--- config.mk ---
export PLATFORM = sky130hd
export DESIGN_NAME = smArrayMul
export DESIGN_NICKNAME = d
export VERILOG_FILES = /design/src/rtl/mulPkg.sv /design/src/rtl/signCtrl.sv /design/src/rtl/arrayCore.sv /design/src/rtl/magDatapath.sv /design/src/rtl/smArrayMul.sv
export SDC_FILE = /design/constraint.sdc
export NUM_CORES = 1
export LEC_CHECK = 0
export ABC_CLOCK_PERIOD_IN_PS = 5600
export BUFFER_PORTS_ARGS = -buffer_cell sky130_fd_sc_hd__clkbuf_2
export CAP_MARGIN = 20
export CELL_PAD_IN_SITES_DETAIL_PLACEMENT = 2
export CELL_PAD_IN_SITES_GLOBAL_PLACEMENT = 2
export CORE_MARGIN = 4
export CORE_UTILIZATION = 29
export DETAILED_ROUTE_END_ITERATION = 6
export PLACE_DENSITY = 0.85
export SLEW_MARGIN = 30
export SYNTH_ARGS = -nofsm -noshare
export SYNTH_HDL_FRONTEND = slang
export SYNTH_SLANG_ARGS = --single-unit
--- constraint.sdc ---
create_clock -name vclk -period 5.6
set_clock_uncertainty 0.05 [all_clocks]
set_input_delay 1.12 -clock vclk [all_inputs]
set_output_delay 1.12 -clock vclk [all_outputs]
set_load 0.1 [all_outputs]
--- src/rtl/mulPkg.sv ---
package mulPkg;
  typedef struct packed {
    logic negA;     // opA is negative, convert to magnitude
    logic negB;     // opB is negative, convert to magnitude
    logic negProd;  // negate the unsigned array result
  } signCtrl_t;
endpackage

--- src/rtl/signCtrl.sv ---
module signCtrl
  import mulPkg::*;
#(
  parameter int WIDTH = 4
) (
  input  logic [WIDTH-1:0] opA,
  input  logic [WIDTH-1:0] opB,
  input  logic             signedMode,
  output signCtrl_t        ctrl
);
  logic aNonZero;
  logic bNonZero;

  always_comb begin
    aNonZero     = |opA;
    bNonZero     = |opB;
    ctrl.negA    = signedMode & opA[WIDTH-1];
    ctrl.negB    = signedMode & opB[WIDTH-1];
    ctrl.negProd = (ctrl.negA ^ ctrl.negB) & aNonZero & bNonZero;
  end

  always_comb begin
    AST_UNSIGNED_NO_NEG: assert (signedMode || (ctrl == '0))
      else $error("negation strobe raised in unsigned mode");
    AST_NEG_FROM_MSB: assert (!ctrl.negA || opA[WIDTH-1])
      else $error("negA without a set sign bit");
  end
endmodule

--- src/rtl/arrayCore.sv ---
module arrayCore #(
  parameter int WIDTH = 4
) (
  input  logic [WIDTH-1:0]   magA,
  input  logic [WIDTH-1:0]   magB,
  output logic [2*WIDTH-1:0] rawProd
);
  localparam int PW = 2 * WIDTH;

  logic [PW-1:0] rowSum [0:WIDTH];

  assign rowSum[0] = '0;

  for (genvar i = 0; i < WIDTH; i++) begin : g_row
    logic [WIDTH-1:0] partial;
    logic [PW-1:0]    shifted;
    assign partial      = magA & {WIDTH{magB[i]}};
    assign shifted      = {{WIDTH{1'b0}}, partial} << i;
    assign rowSum[i+1]  = rowSum[i] + shifted;
  end

  assign rawProd = rowSum[WIDTH];
endmodule

--- src/rtl/magDatapath.sv ---
module magDatapath
  import mulPkg::*;
#(
  parameter int WIDTH = 4
) (
  input  logic [WIDTH-1:0]   opA,
  input  logic [WIDTH-1:0]   opB,
  input  signCtrl_t          ctrl,
  output logic [2*WIDTH-1:0] product
);
  localparam int PW = 2 * WIDTH;

  logic [WIDTH-1:0] magA;
  logic [WIDTH-1:0] magB;
  logic [PW-1:0]    rawProd;

  always_comb begin
    magA = ctrl.negA ? (~opA + 1'b1) : opA;
    magB = ctrl.negB ? (~opB + 1'b1) : opB;
  end

  arrayCore #(.WIDTH(WIDTH)) u_array (
    .magA    (magA),
    .magB    (magB),
    .rawProd (rawProd)
  );

  always_comb begin
    product = ctrl.negProd ? (~rawProd + 1'b1) : rawProd;
  end

  always_comb begin
    AST_ZERO_PRODUCT: assert (!((opA == '0) || (opB == '0)) || (product == '0))
      else $error("zero operand gave non-zero product");
    AST_PRODUCT_LSB: assert (product[0] == (opA[0] & opB[0]))
      else $error("product LSB mismatch");
    AST_MAG_MOST_NEG: assert (!ctrl.negA || (magA[WIDTH-1] == (opA[WIDTH-2:0] == '0)))
      else $error("magnitude of negative operand out of range");
  end
endmodule

--- src/rtl/smArrayMul.sv ---
module smArrayMul
  import mulPkg::*;
#(
  parameter int WIDTH = 4
) (
  input  logic [WIDTH-1:0]   opA,
  input  logic [WIDTH-1:0]   opB,
  input  logic               signedMode,
  output logic [2*WIDTH-1:0] product
);
  signCtrl_t ctrl;

  signCtrl #(.WIDTH(WIDTH)) u_ctrl (
    .opA        (opA),
    .opB        (opB),
    .signedMode (signedMode),
    .ctrl       (ctrl)
  );

  magDatapath #(.WIDTH(WIDTH)) u_data (
    .opA     (opA),
    .opB     (opB),
    .ctrl    (ctrl),
    .product (product)
  );
endmodule

==> results.md, run 1 <==
* Resized cells post-CTS at 32
* Register area share after synthesis at 0%
* Post-synth net total at 120
* Status: did not finish
* Yosys warning total at 0
* Leading area contributor after synthesis: ha_1
* Multiplexer area fraction after synthesis at roughly 2.8%
* Failing step: clock tree synthesis (4_1_cts)
* Run Error: [ERROR DPL-0033] detailed placement checks failed during check placement.
* Die width at between 50 and 60 um
* # Post-CTS Setup Buffers at 15
* IO Count at 17
* XOR/XNOR Fraction of Synth Area at around 16%
* Adder-Cell Fraction of Synth Area at 33.2%
* Post-Syn Area at about 720 um2
* Synth Area in Simple Gates at 25.7%
* Cell with the most instances after synthesis: inv_1
* Post-synthesis compound-gate area fraction at ~14%
* Synth area leaders: ha_1 19%, fa_1 14%, xnor2_1 7.3%
* Synth top area share at around a fifth
* Place WS at -0.482 ns
* Synth Instances at 95
* Post-synth cell types at 25
* Synth top cells by count: 13 x inv_1, 11 x ha_1, 10 x nand2_1, 10 x nor2_1
* Gp weighted congestion at about 0.7
* Cell count after placement at around 160
* Initial Util at approximately a third
* Largest family of logic cells by synthesized area: adder cells
* Post-DP HPWL at roughly 2800 um
* Area after DPL at roughly 1200 um2
* Syn_area_per_cell at approximately 7.5 um2
* Chip height at between 50 and 60 um
* Hold Buf Count CTS at 0
* Cell Rows at 17
* IO Port Bufs at 17
kinds of logic after synthesis:
logic type,after synthesis
simple gates,36
xor+xnor,12
compound gates,15
buf+inv,14
mux,2
fa+ha+maj,16
per-stage QoR:
stage	utilization [%]	hold slack, ns
after detailed placement	53.4	2.97
after floorplan	-	2.61
after global placement	53.4	2.94
==> run 2, diff against run 1 <==
--- a/config.mk
+++ b/config.mk
@@ -5,15 +5,13 @@
 export SDC_FILE = /design/constraint.sdc
 export NUM_CORES = 1
 export LEC_CHECK = 0
-export ABC_CLOCK_PERIOD_IN_PS = 5600
+export ABC_CLOCK_PERIOD_IN_PS = 7300
 export BUFFER_PORTS_ARGS = -buffer_cell sky130_fd_sc_hd__clkbuf_2
 export CAP_MARGIN = 20
-export CELL_PAD_IN_SITES_DETAIL_PLACEMENT = 2
-export CELL_PAD_IN_SITES_GLOBAL_PLACEMENT = 2
-export CORE_MARGIN = 4
-export CORE_UTILIZATION = 29
+export CORE_AREA = 4 4 65 67
 export DETAILED_ROUTE_END_ITERATION = 6
-export PLACE_DENSITY = 0.85
+export DIE_AREA = 0 0 69 71
+export PLACE_DENSITY_LB_ADDON = 0.15
 export SLEW_MARGIN = 30
 export SYNTH_ARGS = -nofsm -noshare
 export SYNTH_HDL_FRONTEND = slang
==> constraint.sdc (replaced) <==
create_clock -name vclk -period 7.3
set_clock_uncertainty 0.05 [all_clocks]
set_input_delay 1.46 -clock vclk [all_inputs]
set_output_delay 1.46 -clock vclk [all_outputs]
set_load 0.1 [all_outputs]
==> results.md, run 2 <==
* Status: completed
* Met1 wire length at 729 um
* Flop pwr share at 0%
* Hold Path Class: in -> out
* Synth top cells by count: 13 x inv_1, 11 x ha_1, 10 x nand2_1, 10 x nor2_1
* Antenna violations before repair at 0
* P_sw at about 0.00015 W
* Worst-margin pin slew at around 0.54 ns
* Crit path required time at roughly 5.8 ns
* Largest net degree at the start of global routing at 9
* Post-synth net total at 120 (unchanged)
* Met3 WL at 62 um
* Multiplexer area fraction after synthesis at 2.79% (unchanged)
* Clock power share at 0%
* Pwr Total at a little under 0.0002 W
* Area after DPL at 886 um2 (-27%)
* PD cells at between 200 and 250 nW/um2
* First-pass iteration count of the detailed router at 2
* Synth Instances at 95 (unchanged)
* Nets at 138
* Largest family of logic cells by synthesized area: adder cells
* Post-synth cell types at 25 (unchanged)
* Seq Cell Count at 0
* Setup crit end kind: primary output
* Chip height at 71 um (+23%)
* Adder-Cell Fraction of Synth Area at 33.2% (unchanged)
* GRT overflow at 0
* Filler cell count at roughly 420
* Finish-stage setup viols at 0
* Vias per cell at between 4 and 5
* Final std cell area, no fill at around 890 um2
* Syn_area_per_cell at 7.55 um2 (unchanged)
* Final Critical Period at between 7 and 8 ns
* Commonest cells after routing, fill and taps aside: 14 x clkbuf_2, 13 x inv_1, 11 x ha_1
* Gate power share at 100.0%
* F_max at around 0.14 GHz
* CP startpoint kind: primary input
* XOR/XNOR Fraction of Synth Area at 15.7% (unchanged)
* Die width at 69 um (+20%)
* WL met2 at between 600 and 700 um
* Vias in the first global route at roughly 640
* Kind of critical path: in -> out
* Die area at a little under 5000 um2
* RSZ-0062 raised after global routing: false
* Post-synthesis compound-gate area fraction at 14.3% (unchanged)
* Commonest non-fill, non-tap cell in the layout: clkbuf_2
* VDD IR max at a little over 0.04 mV
* Endpoints failing hold at 0
* Period Utilization, post-route at between 90% and 100%
* Post-DP HPWL at 1440 um (-48%)
* Place WS at 0.231 ns (+0.713 ns)
* DRC viols at 0
* First-pass GRT wire length at between 2000 and 3000 um
* Gp weighted congestion at 0.844 (+19%)
* GR Util All Layers at between 6 and 7%
* Multi-input gate area at around 680 um2
* Register area share after synthesis at 0% (unchanged)
* Leading area contributor after synthesis: ha_1
* IO Port Bufs at 17 (unchanged)
* Cell Rows at 22 (+5)
* Initial Util at 19.7% (-12 points)
* Leak pwr at approximately 0.5 nW
* Synth-to-layout area growth at 24.1%
* N_diodes at 0
* Slew margin rel. at around 64%
* Routed WL at approximately 1500 um
* Synth area leaders: ha_1 19%, fa_1 14%, xnor2_1 7.3%
* DR vias at around 640
* Sw frac at about three quarters
* Crit path arrival time at ~5.5 ns
* Finished Layout Cells at about 160
* Setup WS post-layout at 0.289 ns
* Setup TNS at 0 ns
* Top sig layer: met3
* Drt initial violations at 4
* Pins over their slew limit at 0
* Reg area at 0 um2
* Core ar. at 3630 um2
* Max-cap violations at 0
* # Post-CTS Setup Buffers at 0 (-15)
* P_int at roughly 0.000048 W
* Synth Area in Simple Gates at 25.7% (unchanged)
* IO Count at 17 (unchanged)
* Cell count after placement at 159 (unchanged)
* Worst-path maximum fanout at 6
* Cell with the most instances after synthesis: inv_1
* Share of layout cells above drive strength 1 at between 20% and 30%
* Post-Syn Area at 717 um2 (unchanged)
* Clock buf count at 0
* Synth top area share at 19.2% (unchanged)
* Final ANT Viol Nets at 0
* WL per Instance at around 9.4 um
* Yosys warning total at 0 (unchanged)
[run 2: cell counts after synthesis]
No cell type changed its count.
[run 2: worst paths after layout]
kind	startpoint	to	slack, ns	cells after the start
worst max-delay path	opA[0]	product[7]	0.29	19
worst min-delay path	opB[0]	product[0]	3.48	4
[run 2: timing repair]
| item | in CTS | in global routing |
|---|---|---|
| hold buffers | 0 | 0 |
| gates resized for setup | 0 | 1 |
| setup endpoints to repair | 0 | 1 |
[run 2: cells by family (layout without fill, tap and decap cells)]
group | Yosys count | in the layout
multiplexers | 2 | 2
XOR/XNOR | 12 | 12
adder cells (fa/ha/maj) | 16 | 16
AO/OA/AOI/OAI | 15 | 15
buffers and inverters | 14 | 30
AND/OR/NAND/NOR | 36 | 36
[run 2: cell type report]
type,count,area share [%]
tap,48,6.75
multi-input combinational,81,75.9
inverter,13,5.49
timing repair buffer,17,11.8
[run 2: worst max-delay path, stage by stage]
cell      delay (ns)
clkbuf_2        0.15
inv_1           0.07
ha_1            0.21
nor2_1          0.13
xor2_1          0.27
inv_1           0.10
nor2_1          0.20
ha_1            0.27
a21o_1          0.18
a21oi_1         0.17
xor2_1          0.12
fa_1            0.54
inv_1           0.07
fa_1            0.55
nor4_2          0.33
nand2b_1        0.09
o21ai_1         0.19
xor2_2          0.20
buf_12          0.20
[run 2: power by group through the flow]
| stage | clock (W) | combinational [W] | sequential, W |
|---|---|---|---|
| finish | 0 | 0.000196 | 0 |
| global route | 0 | 0.000211 | 0 |
| CTS | 0 | 0.000198 | 0 |
| detailed placement | 0 | 0.000198 | 0 |
| global placement | 0 | 0.000197 | 0 |
| floorplan | 0 | 0.000165 | 0 |
[run 2: per-stage QoR]
| stage | utilization [%] | hold WS, ns |
|---|---|---|
| floorplan | - | 3.29 |
| global placement | 24.4 | 3.49 |
| detailed placement | 24.4 | 3.48 |
| CTS | 24.4 | 3.48 |
| global route | 24.5 | 3.53 |
| finish | 24.5 | 3.48 |
[run 2: routing by layer]
| metal | GRT usage [%] | vias to the layer above |
|---|---|---|
| li1 | - | 340 |
| met1 | 8.09 | 293 |
| met2 | 11.2 | 8 |
| met3 | 1.14 | 0 |
| met4 | 0 | 0 |
| met5 | 0 | - |
(Power assumes the default switching activity.)
